File: src/rtl/pfxd_pkg.sv
package pfxd_pkg;

  localparam int BYTE_W    = 8;
  localparam int NUM_CODES = 1 << BYTE_W;
  localparam int LEN_W     = 3;
  localparam int FAM_W     = 4;
  localparam int MODE_W    = FAM_W + 2;
  localparam int NOPS_W    = 2;

  typedef enum logic [FAM_W-1:0] {
    FAM_INH   = 4'd0,
    FAM_IMM   = 4'd1,
    FAM_DIR   = 4'd2,
    FAM_EXT   = 4'd3,
    FAM_IDX0  = 4'd4,
    FAM_IDX8  = 4'd5,
    FAM_IDX16 = 4'd6,
    FAM_REL   = 4'd7,
    FAM_DBIT  = 4'd8,
    FAM_DBREL = 4'd9
  } fam_e;

  typedef enum logic [1:0] {
    PFX_NONE  = 2'd0,
    PFX_YSWAP = 2'd1,
    PFX_IND   = 2'd2,
    PFX_YIND  = 2'd3
  } pfx_e;

  typedef struct packed {
    logic              legal;
    fam_e              fam;
    logic [NOPS_W-1:0] nops;
    logic              xref;
  } op_info_t;

  // Default illegal-code map: rows 3..8, columns 2 and 5.
  function automatic logic [NUM_CODES-1:0] default_illegal_map();
    logic [NUM_CODES-1:0] m;
    m = '0;
    for (int i = 0; i < NUM_CODES; i++) begin
      if ((i / 16) >= 3 && (i / 16) <= 8 && ((i % 16) == 2 || (i % 16) == 5))
        m[i] = 1'b1;
    end
    return m;
  endfunction

  // Row-based family, operand count and X-reference flag.
  function automatic op_info_t decode_row(logic [BYTE_W-1:0] b);
    op_info_t r;
    r.legal = 1'b0;
    r.xref  = 1'b0;
    r.nops  = 2'd0;
    r.fam   = FAM_INH;
    unique case (b[7:4])
      4'h0: begin r.fam = FAM_DBREL; r.nops = 2'd2; end
      4'h1: begin r.fam = FAM_DBIT;  r.nops = 2'd1; end
      4'h2: begin r.fam = FAM_REL;   r.nops = 2'd1; end
      4'h3: begin r.fam = FAM_DIR;   r.nops = 2'd1; end
      4'h4: begin r.fam = FAM_INH;   r.nops = 2'd0; end
      4'h5: begin r.fam = FAM_INH;   r.nops = 2'd0; r.xref = 1'b1; end
      4'h6: begin r.fam = FAM_IDX8;  r.nops = 2'd1; r.xref = 1'b1; end
      4'h7: begin r.fam = FAM_IDX0;  r.nops = 2'd0; r.xref = 1'b1; end
      4'h8: begin r.fam = FAM_INH;   r.nops = 2'd0; end
      4'h9: begin r.fam = FAM_INH;   r.nops = 2'd0; end
      4'hA: begin r.fam = FAM_IMM;   r.nops = 2'd1; r.xref = (b[3:1] == 3'b111); end
      4'hB: begin r.fam = FAM_DIR;   r.nops = 2'd1; r.xref = (b[3:1] == 3'b111); end
      4'hC: begin r.fam = FAM_EXT;   r.nops = 2'd2; r.xref = (b[3:1] == 3'b111); end
      4'hD: begin r.fam = FAM_IDX16; r.nops = 2'd2; r.xref = 1'b1; end
      4'hE: begin r.fam = FAM_IDX8;  r.nops = 2'd1; r.xref = 1'b1; end
      default: begin r.fam = FAM_IDX0; r.nops = 2'd0; r.xref = 1'b1; end
    endcase
    return r;
  endfunction

endpackage

File: src/rtl/pfxd_classify.sv
module pfxd_classify
  import pfxd_pkg::*;
#(
  parameter logic [NUM_CODES-1:0] ILLEGAL_MAP = default_illegal_map(),
  parameter logic [BYTE_W-1:0]    CODE_YSWAP  = 8'h90,
  parameter logic [BYTE_W-1:0]    CODE_IND    = 8'h92,
  parameter logic [BYTE_W-1:0]    CODE_YIND   = 8'h91
) (
  input  logic [BYTE_W-1:0] byte_i,
  output logic              is_pfx_o,
  output pfx_e              kind_o,
  output op_info_t          info_o
);

  localparam int NUM_PFX = 3;
  // Slot k maps to prefix kind k+1.
  localparam logic [NUM_PFX*BYTE_W-1:0] CODE_TAB = {CODE_YIND, CODE_IND, CODE_YSWAP};

  logic [NUM_PFX-1:0] hit;

  for (genvar g = 0; g < NUM_PFX; g++) begin : g_match
    assign hit[g] = (byte_i == CODE_TAB[g*BYTE_W +: BYTE_W]);
  end

  always_comb begin
    is_pfx_o = |hit;
    kind_o   = PFX_NONE;
    for (int k = 0; k < NUM_PFX; k++) begin
      if (hit[k]) kind_o = pfx_e'(2'(k + 1));
    end
    info_o       = decode_row(byte_i);
    info_o.legal = !ILLEGAL_MAP[byte_i] && !is_pfx_o;
  end

endmodule

File: src/rtl/pfxd_modify.sv
module pfxd_modify
  import pfxd_pkg::*;
(
  input  pfx_e              pfx_i,
  input  fam_e              fam_i,
  input  logic              xref_i,
  output logic [MODE_W-1:0] mode_o,
  output logic              unsup_o
);

  logic ind;
  logic use_y;

  always_comb begin
    ind     = 1'b0;
    use_y   = 1'b0;
    unsup_o = 1'b0;
    unique case (pfx_i)
      PFX_NONE: ;
      PFX_YSWAP: begin
        if (xref_i) use_y   = 1'b1;
        else        unsup_o = 1'b1;
      end
      PFX_IND: begin
        if (fam_i inside {FAM_DIR, FAM_DBIT, FAM_DBREL, FAM_REL, FAM_IDX8}) ind = 1'b1;
        else unsup_o = 1'b1;
      end
      default: begin
        if (fam_i == FAM_IDX8) begin
          ind   = 1'b1;
          use_y = 1'b1;
        end else begin
          unsup_o = 1'b1;
        end
      end
    endcase
    mode_o = {ind, use_y, fam_i};
  end

endmodule

File: src/rtl/pfxd_seq.sv
module pfxd_seq
  import pfxd_pkg::*;
(
  input  logic              clk,
  input  logic              rst_n,
  input  logic              in_valid,
  input  logic [BYTE_W-1:0] in_data,
  output logic              in_ready,
  input  logic              is_pfx_i,
  input  pfx_e              kind_i,
  input  logic              legal_i,
  input  logic [NOPS_W-1:0] nops_i,
  input  logic [MODE_W-1:0] mod_mode_i,
  input  logic              mod_unsup_i,
  output pfx_e              pfx_cur_o,
  output logic              done_o,
  output logic              trap_o,
  output logic [BYTE_W-1:0] opc_o,
  output pfx_e              pfx_o,
  output logic [MODE_W-1:0] mode_o,
  output logic [LEN_W-1:0]  len_o,
  output logic              unsup_o
);

  typedef enum logic [1:0] {ST_IDLE, ST_OPC, ST_OPER} st_e;

  st_e               st_q, st_d;
  pfx_e              pfx_q, pfx_d;
  logic [NOPS_W-1:0] left_q, left_d;
  logic [BYTE_W-1:0] opc_q, opc_d;
  logic [MODE_W-1:0] mode_q, mode_d;
  logic [LEN_W-1:0]  len_q, len_d;
  logic              unsup_q, unsup_d;
  logic              done_q, done_d;
  logic              trap_q, trap_d;
  logic              accept;
  logic [LEN_W-1:0]  head_len;

  assign in_ready  = !trap_q;
  assign accept    = in_valid && in_ready;
  assign pfx_cur_o = (st_q == ST_OPC) ? pfx_q : PFX_NONE;
  assign head_len  = (st_q == ST_OPC) ? LEN_W'(2) : LEN_W'(1);

  always_comb begin
    st_d    = st_q;
    pfx_d   = pfx_q;
    left_d  = left_q;
    opc_d   = opc_q;
    mode_d  = mode_q;
    len_d   = len_q;
    unsup_d = unsup_q;
    done_d  = 1'b0;
    trap_d  = 1'b0;
    if (accept) begin
      if (st_q == ST_OPER) begin
        left_d = left_q - NOPS_W'(1);
        if (left_q == NOPS_W'(1)) begin
          done_d = 1'b1;
          st_d   = ST_IDLE;
        end
      end else if (is_pfx_i && st_q == ST_IDLE) begin
        pfx_d = kind_i;
        st_d  = ST_OPC;
      end else if (is_pfx_i) begin
        opc_d   = in_data;
        mode_d  = {2'b00, FAM_INH};
        unsup_d = 1'b1;
        len_d   = LEN_W'(2);
        done_d  = 1'b1;
        st_d    = ST_IDLE;
      end else if (!legal_i) begin
        trap_d = 1'b1;
        pfx_d  = PFX_NONE;
        st_d   = ST_IDLE;
      end else begin
        if (st_q == ST_IDLE) pfx_d = PFX_NONE;
        opc_d   = in_data;
        mode_d  = mod_mode_i;
        unsup_d = mod_unsup_i;
        len_d   = head_len + LEN_W'(nops_i);
        if (nops_i == '0) begin
          done_d = 1'b1;
          st_d   = ST_IDLE;
        end else begin
          left_d = nops_i;
          st_d   = ST_OPER;
        end
      end
    end
  end

  always_ff @(posedge clk or negedge rst_n) begin
    if (!rst_n) begin
      st_q   <= ST_IDLE;
      pfx_q  <= PFX_NONE;
      left_q <= '0;
      done_q <= 1'b0;
      trap_q <= 1'b0;
    end else begin
      st_q   <= st_d;
      pfx_q  <= pfx_d;
      left_q <= left_d;
      done_q <= done_d;
      trap_q <= trap_d;
    end
  end

  // Instruction fields, loaded only when a byte is taken.
  always_ff @(posedge clk or negedge rst_n) begin
    if (!rst_n) begin
      opc_q   <= '0;
      mode_q  <= '0;
      len_q   <= '0;
      unsup_q <= 1'b0;
    end else if (accept) begin
      opc_q   <= opc_d;
      mode_q  <= mode_d;
      len_q   <= len_d;
      unsup_q <= unsup_d;
    end
  end

  assign done_o  = done_q;
  assign trap_o  = trap_q;
  assign opc_o   = opc_q;
  assign pfx_o   = pfx_q;
  assign mode_o  = mode_q;
  assign len_o   = len_q;
  assign unsup_o = unsup_q;

  p_trap_pulse_r11: assert property (@(posedge clk) disable iff (!rst_n)
    trap_q |=> !trap_q);
  p_trap_stall_r11: assert property (@(posedge clk) disable iff (!rst_n)
    trap_q |-> !in_ready);
  p_trap_no_done_r4: assert property (@(posedge clk) disable iff (!rst_n)
    trap_q |-> !done_q);
  p_len_range_r5: assert property (@(posedge clk) disable iff (!rst_n)
    done_q |-> (len_q >= LEN_W'(1) && len_q <= LEN_W'(4)));
  p_pfx_len_r2: assert property (@(posedge clk) disable iff (!rst_n)
    (done_q && pfx_q != PFX_NONE) |-> len_q >= LEN_W'(2));
  p_unsup_pfx_r9: assert property (@(posedge clk) disable iff (!rst_n)
    (done_q && unsup_q) |-> pfx_q != PFX_NONE);
  p_ind_pfx_r7: assert property (@(posedge clk) disable iff (!rst_n)
    (done_q && mode_q[MODE_W-1]) |-> (pfx_q == PFX_IND || pfx_q == PFX_YIND));
  p_oper_left_r5: assert property (@(posedge clk) disable iff (!rst_n)
    st_q == ST_OPER |-> left_q != '0);
  p_idle_hold_r12: assert property (@(posedge clk) disable iff (!rst_n)
    !in_valid |=> ($stable(st_q) && $stable(left_q) && !done_q && !trap_q));

endmodule

File: src/rtl/pfx_decoder.sv
module pfx_decoder
  import pfxd_pkg::*;
#(
  parameter logic [NUM_CODES-1:0] ILLEGAL_MAP = default_illegal_map(),
  parameter logic [BYTE_W-1:0]    CODE_YSWAP  = 8'h90,
  parameter logic [BYTE_W-1:0]    CODE_IND    = 8'h92,
  parameter logic [BYTE_W-1:0]    CODE_YIND   = 8'h91
) (
  input  logic        clk,
  input  logic        rst_n,
  input  logic        in_valid,
  input  logic [7:0]  in_data,
  output logic        in_ready,
  output logic        instr_done,
  output logic [7:0]  instr_opcode,
  output logic [1:0]  instr_prefix,
  output logic [5:0]  instr_mode,
  output logic [2:0]  instr_len,
  output logic        instr_unsup,
  output logic        rst_req
);

  logic              is_pfx;
  pfx_e              kind;
  op_info_t          info;
  pfx_e              pfx_cur;
  pfx_e              pfx_out;
  logic [MODE_W-1:0] mod_mode;
  logic              mod_unsup;

  pfxd_classify #(
    .ILLEGAL_MAP (ILLEGAL_MAP),
    .CODE_YSWAP  (CODE_YSWAP),
    .CODE_IND    (CODE_IND),
    .CODE_YIND   (CODE_YIND)
  ) u_classify (
    .byte_i   (in_data),
    .is_pfx_o (is_pfx),
    .kind_o   (kind),
    .info_o   (info)
  );

  pfxd_modify u_modify (
    .pfx_i   (pfx_cur),
    .fam_i   (info.fam),
    .xref_i  (info.xref),
    .mode_o  (mod_mode),
    .unsup_o (mod_unsup)
  );

  pfxd_seq u_seq (
    .clk         (clk),
    .rst_n       (rst_n),
    .in_valid    (in_valid),
    .in_data     (in_data),
    .in_ready    (in_ready),
    .is_pfx_i    (is_pfx),
    .kind_i      (kind),
    .legal_i     (info.legal),
    .nops_i      (info.nops),
    .mod_mode_i  (mod_mode),
    .mod_unsup_i (mod_unsup),
    .pfx_cur_o   (pfx_cur),
    .done_o      (instr_done),
    .trap_o      (rst_req),
    .opc_o       (instr_opcode),
    .pfx_o       (pfx_out),
    .mode_o      (instr_mode),
    .len_o       (instr_len),
    .unsup_o     (instr_unsup)
  );

  assign instr_prefix = pfx_out;

endmodule

File: config.mk
export PLATFORM = sky130hd
export DESIGN_NAME = pfx_decoder
export DESIGN_NICKNAME = d
export VERILOG_FILES = /design/src/rtl/pfxd_pkg.sv /design/src/rtl/pfxd_classify.sv /design/src/rtl/pfxd_modify.sv /design/src/rtl/pfxd_seq.sv /design/src/rtl/pfx_decoder.sv
export SDC_FILE = /design/constraint.sdc
export NUM_CORES = 1
export LEC_CHECK = 0
export BUFFER_PORTS_ARGS = -buffer_cell sky130_fd_sc_hd__buf_2
export CAP_MARGIN = 20
export CORE_AREA = 5 5 67 69
export CTS_BUF_LIST = sky130_fd_sc_hd__clkbuf_16
export CTS_CLUSTER_DIAMETER = 40
export DETAILED_ROUTE_END_ITERATION = 7
export DIE_AREA = 0 0 72 74
export GPL_TIMING_DRIVEN = 0
export PLACE_DENSITY = 0.72
export SETUP_SLACK_MARGIN = 0.15
export SLEW_MARGIN = 25
export SYNTH_ARGS = -nofsm -noshare
export SYNTH_HDL_FRONTEND = slang
export SYNTH_HIERARCHICAL = 1
export SYNTH_SLANG_ARGS = --single-unit
File: constraint.sdc
create_clock -name clk -period 3.1 [get_ports clk]
set_input_delay 0.62 -clock clk [delete_from_list [all_inputs] [get_ports clk]]
set_output_delay 0.62 -clock clk [all_outputs]
set_load 0.05 [all_outputs]
==> metrics.md, run 1 <==
| Metric | Value |
|---|---|
| Post-DP HPWL | 2.42 mm |
| Top_reg_cell synth | dfrtp_1 |
| CTS Root Cell | clkbuf_16 |
| Total negative slack | 0 ps |
| Slowest-stage cell, CP | a21oi_1 |
| Synth top area share | 40.1% |
| CTS hold repair buffers | 0 |
| Synth Net Count | 192 |
| Wire length per cell | 12.0 um |
| Core area | 3860 um^2 |
| Largest cells by area after synthesis | dfrtp_1, nand2_1, mux2_2 |
| CP required | 3270 ps |
| DR vias/cell | 5.05 |
| Drt first-iter violations | 49 |
| Nets | 230 |
| Critical path's largest stage delay | 450 ps |
| CTS tree | done |
| DIE HEIGHT | 74 um |
| Yosys cell types | 47 |
| Starting Density | 42.1% |
| Clock Pin Slew Worst Setup and Hold Paths | 60 ps |
| DRC viols | 0 |
| Via count | 1343 |
| Vias in the first global route | 1280 |
| Clock sink count | 26 |
| I/O Pins | 34 |
| Achievable Freq | 436 MHz |
| EDFF count, synth | 0 |
| FF+latch count, synth | 26 |
| Total Wirelength | 3.18 mm |
| Avg Inst Size Synth | 9.06 um^2 |
| Commonest cells in the synthesized netlist | nand2_1, dfrtp_1, nor2_1 |
| Placed cells | 262 |
| Largest net degree at the start of global routing | 27 |
| Setup bufs post-CTS | 0 |
| Post-place setup slack | 555 ps |
| Lkg Pwr | 0.000907 uW |
| Slew Limit Fails | 0 |
| Number of H-tree levels | 1 |
| Crit Path Max Fanout | 6 |
| Port bufs | 33 |
| Skew final | 1.87 ps |
| Crit. End Element | flop |
| Fillers | 397 |
| Row count | 23 |
| Worst setup path class | in2reg |
| Type of origin of the critical path | input pin |
| Critical path buffers and inverters | 1 |
| Antenna-violating nets left | 0 |
| Slew @ Worst Pin | 624 ps |
| Cell count after synthesis | 179 |
| Routability cong. | 0.776 |
| Crit-path cells | buf_2 > and2_1 > and4bb_1 > a21oi_1 > o211ai_1 > a211o_1 > nor3_1 |
| Hold Slack | 362 ps |
| Die width | 72 um |
| Max cap viols | 0 |
| Initial antenna violation count | 0 |
| Mapped Area | 1620 um^2 |
| Final setup fails | 0 |
| Finished Layout Cells | 266 |
| Global route overflow | 0 |
| Post-synth top area cell | dfrtp_1 |
| Crit path DAT | 2470 ps |
| Maximum vdd drop | 0.476 mV |
| First-pass GRT wire length | 5.70 mm |
| Cell family with most CP delay | compound AO/OA/AOI/OAI gates |
| Share of synthesized registers carrying an async set or reset | 100% |
| Final Cycle Share | 74.0% |
| Area growth syn-to-layout | 18.9% |
| Worst-Skew Late Latency | 250 ps |
| RSZ-0062 raised after global routing | false |
| Final Hold Fails | 0 |
| Cell Pwr Density | 830 nW/um^2 |
| N_diodes | 0 |
| Tmin final | 2290 ps |
| Outcome | completed |
| Synth warnings | 6 |
| # resized after CTS | 0 |
| Drt pass-1 iters | 4 |
| Layout cell share with drive strength beyond 1 | 30.1% |
| Most frequent cell after synthesis | nand2_1 |
| Slew headroom | 58.1% |
| GR Util All Layers | 13.2% |
| TritonCTS Buffers | 3 |
| Final worst setup slack | 805 ps |
| Deepest clock path buffer count | 2 |
| Die Area | 5330 um^2 |
| Register area share after synthesis | 40.1% |
| Worst min path class | in2async |
[cell families (layout without fill, tap and decap cells)]
logic type / after synthesis / in the layout / synth area share [%]
buffers and inverters: 22 / 59 / 8.72
adder cells (fa/ha/maj): 2 / 2 / 2.01
flip-flops: 26 / 26 / 40.1
AND/OR/NAND/NOR: 74 / 74 / 23.5
XOR/XNOR: 3 / 3 / 1.62
AO/OA/AOI/OAI: 42 / 42 / 17.3
multiplexers: 10 / 10 / 6.79
[layer usage]
layer	global-route usage, %	up-vias	share of wire (%)
li1	-	693	-
met1	18.1	617	48
met2	21.5	31	45
met3	2.70	2	6.1
met4	3.76	0	0.66
met5	0	-	0
[final cells by class]
class | count | area, um^2 | share of cell area (%)
Clock inverter | 1 | 3.75 | 0.195
Tap cell | 50 | 62.6 | 3.24
Timing Repair Buffer | 33 | 165 | 8.57
Sequential cell | 26 | 651 | 33.7
Buffer | 16 | 119 | 6.16
Inverter | 6 | 22.5 | 1.17
Multi-Input combinational cell | 131 | 830 | 43.0
Clock buffer | 3 | 75.1 | 3.89
[worst register-to-register path: stages (launching register included)]
cell     delay [ps]
dfrtp_1         320
buf_2           190
nor2b_1         370
and2_1          220
inv_1            80
o221a_1         260
buf_4           120
nand2_1          50
o21ai_0          60
[power by group]
| part | switching [uW] | internal, uW | total [uW] |
|---|---|---|---|
| Clock | 111 | 172 | 284 |
| Combinational | 558 | 234 | 792 |
| Sequential | 65.8 | 458 | 524 |
| Total | 735 | 864 | 1600 |
[layout by cell type, fill, tap and decap left out, drive strengths merged, types with 2 or more instances in the layout]
cell type   n
mux2        8
and2b       3
xor2        2
o211ai      2
nand2      27
a22oi       2
buf        47
a21oi       8
and4bb      2
dfrtp      26
nand3       3
o21ai      18
a2bb2oi     3
nand2b      3
nor4b       2
and2        3
inv         6
nor3        4
nand4       2
mux2i       2
nor2b       3
nor2       17
clkbuf      5
[worst paths after layout]
kind                       slack [ps]              end            start  depth (start not counted)
max in group asynchronous        2350   u_seq/pfx_o[1]            rst_n                          1
min reg2reg                       470  u_seq/mode_o[4]  u_seq/mode_o[4]                          2
min in group clk                  470  u_seq/mode_o[4]  u_seq/mode_o[4]                          2
max                               810  u_seq/left_q[0]       in_data[1]                          7
min                               360   u_seq/len_o[2]            rst_n                          1
max reg2reg                      1320  u_seq/mode_o[5]    u_seq/st_q[0]                          8
[flip-flops by register name (all words and copies together), names as in the netlist]
name,flops
u_seq/opc_o,8
u_seq/mode_o,6
u_seq/len_o,3
u_seq/left_q,2
u_seq/pfx_o,2
u_seq/st_q,2
u_seq/done_o,1
u_seq/trap_o,1
u_seq/unsup_o,1
[metrics by stage]
step | cell area, um^2 | util (%) | power, uW
2_1_floorplan | 1620 | - | 1150
3_3_place_gp | 1850 | 48.0 | 1320
3_5_place_dp | 1850 | 48.0 | 1330
4_1_cts | 1930 | 50.0 | 1620
5_1_grt | 1930 | 50.0 | 1710
6_report | 1930 | 50.0 | 1600
No activity file was read; power rests on OpenSTA's default activity.
==> inputs of run 2 (changes only) <==
--- a/config.mk
+++ b/config.mk
@@ -13,7 +13,7 @@
 export DETAILED_ROUTE_END_ITERATION = 7
 export DIE_AREA = 0 0 72 74
 export GPL_TIMING_DRIVEN = 0
-export PLACE_DENSITY = 0.72
+export PLACE_DENSITY = 0.75
 export SETUP_SLACK_MARGIN = 0.15
 export SLEW_MARGIN = 25
 export SYNTH_ARGS = -nofsm -noshare
==> constraint.sdc (replaced) <==
create_clock -name clk -period 2 [get_ports clk]
set_input_delay 0.4 -clock clk [delete_from_list [all_inputs] [get_ports clk]]
set_output_delay 0.4 -clock clk [all_outputs]
set_load 0.05 [all_outputs]
==> run 2 against run 1 <==
  * Sequential share of layout area is 2.6 points lower
  * Clock skew about the same
  * Largest cell class unchanged
  * Register-to-register slack lost 1000 ps
  * Largest power group unchanged
  * Combinational power increased by 72%
  * Non-clock buffer count increased by 6
  * Highest routed layer unchanged
  * Total power increased by 64%
  * First-iteration DRC count is 24% higher
  * Clock-buffer cell count unchanged
  * Routed wire length increased by 8.3%
==> metrics.md, run 2 (same netlist as run 1, synthesis figures left out) <==
| Metric | Value |
|---|---|
| Drt first-iter violations | 61 |
| Die Area | 5330 um^2 |
| Layout cell share with drive strength beyond 1 | 38.0% |
| Core area | 3860 um^2 |
| Nets | 236 |
| GR Util All Layers | 14.6% |
| Worst setup path class | in2reg |
| DR vias/cell | 4.96 |
| Routability cong. | 0.850 |
| Row count | 23 |
| Area growth syn-to-layout | 28.9% |
| Multi-input gate area | 943 um^2 |
| DRC viols | 0 |
| TritonCTS Buffers | 3 |
| Slowest-stage cell, CP | or3_1 |
| Final setup fails | 0 |
| Crit Path Max Fanout | 10 |
| Antenna-violating nets left | 0 |
| Critical path's largest stage delay | 410 ps |
| Achievable Freq | 559 MHz |
| Type of origin of the critical path | input pin |
| Max FFs per register | 8 |
| CP required | 2180 ps |
| Tmin final | 1790 ps |
| Slew Limit Fails | 0 |
| CTS Root Cell | clkbuf_16 |
| Deepest clock path buffer count | 2 |
| FF+latch area | 651 um^2 |
| Initial antenna violation count | 0 |
| Total negative slack | 0 ps |
| DIE HEIGHT | 74 um |
| Total Power | 2620 uW |
| Die width | 72 um |
| Cell Pwr Density | 1250 nW/um^2 |
| Number of H-tree levels | 1 |
| Crit. End Element | flop |
| Most frequent cells in the layout | buf_2, nand2_1, dfrtp_1 |
| Via count | 1345 |
| Leading cell type in the layout, fill and taps excluded | buf_2 |
| Port bufs | 33 |
| RSZ-0062 raised after global routing | true |
| CTS tree | done |
| Skew final | 2.23 ps |
| Wire length per cell | 12.7 um |
| Clock Pin Slew Worst Setup and Hold Paths | 60 ps |
| Starting Density | 42.1% |
| Largest net degree at the start of global routing | 27 |
| Crit path DAT | 1970 ps |
| Cell family with most CP delay | compound AO/OA/AOI/OAI gates |
| Worst-Skew Late Latency | 260 ps |
| Drt pass-1 iters | 4 |
| Slew @ Worst Pin | 598 ps |
| Fillers | 361 |
| Max cap viols | 0 |
| Final Hold Fails | 0 |
| Total Wirelength | 3.44 mm |
| Global route overflow | 0 |
| Clock sink count | 26 |
| Lkg Pwr | 0.000992 uW |
| Slew headroom | 60.1% |
| First-pass GRT wire length | 6.20 mm |
| Worst min path class | in2async |
| I/O Pins | 34 |
| Critical path buffers and inverters | 2 |
| Final Cycle Share | 89.5% |
| CTS hold repair buffers | 0 |
| Maximum vdd drop | 0.697 mV |
| Vias in the first global route | 1384 |
| N_diodes | 0 |
| Crit-path cells | buf_2 > buf_6 > or3_1 > a21oi_4 > o211ai_1 > a211o_1 > nor3_2 |
| Outcome | completed |
| Post-DP HPWL | 2.52 mm |
[run 2: area by class of cell]
class                   count  area share (%)
multi-input cells         131            45.1
flip-flops and latches     26            31.1
repair buffers             39            10.1
plain buffers              16            6.04
clock buffers               3            3.59
well taps                  50            2.99
inverters                   6            1.08
[run 2: what timing repair did]
| action | CTS | global route |
|---|---|---|
| endpoints found under the hold margin | 0 | 0 |
| gates resized for setup | 3 | 12 |
| pin swaps | 0 | 5 |
| endpoints found under the setup margin | 6 | 6 |
| buffers inserted | 2 | 4 |
[run 2: worst register-to-register path: stages (launching register included)]
cell      delay, ps
dfrtp_1         360
clkbuf_4        180
nor2b_4         160
buf_4           140
nor2b_1         150
fa_1            440
nor2_1          100
o21ai_0          70
[run 2: per-stage QoR]
step	setup slack, ps	area [um^2]	hold slack (ps)	cells	util, %
floorplan	146	1680	104	179	-
global placement	-203	1900	435	262	49.4
detailed placement	-190	1900	448	262	49.4
CTS	125	2000	165	267	51.9
global route	106	2090	203	271	54.2
finish	211	2090	144	271	54.2
[run 2: final timing paths]
path                                 start               to  slack [ps]  depth (start not counted)
min reg2reg                u_seq/mode_o[1]  u_seq/mode_o[1]         470                          2
max                             in_data[4]  u_seq/left_q[0]         210                          7
max in group asynchronous            rst_n  u_seq/left_q[1]        1470                          1
min in group clk                in_data[5]   u_seq/opc_o[5]         400                          2
min                                  rst_n  u_seq/mode_o[2]         140                          1
max reg2reg                  u_seq/st_q[0]   u_seq/len_o[1]         290                          7
[run 2: power breakdown]
part	internal (uW)	leakage (uW)	switching, uW
clock	265	0.0000370	171
combinational	458	0.000626	900
sequential	710	0.000329	118
[run 2: per-layer routing]
metal	track usage (%)	share of wire, %	vias up
met5	0	0	-
met4	5.01	1.4	0
met3	2.30	4.4	5
met2	25.6	49	21
met1	18.3	45	611
li1	-	-	708
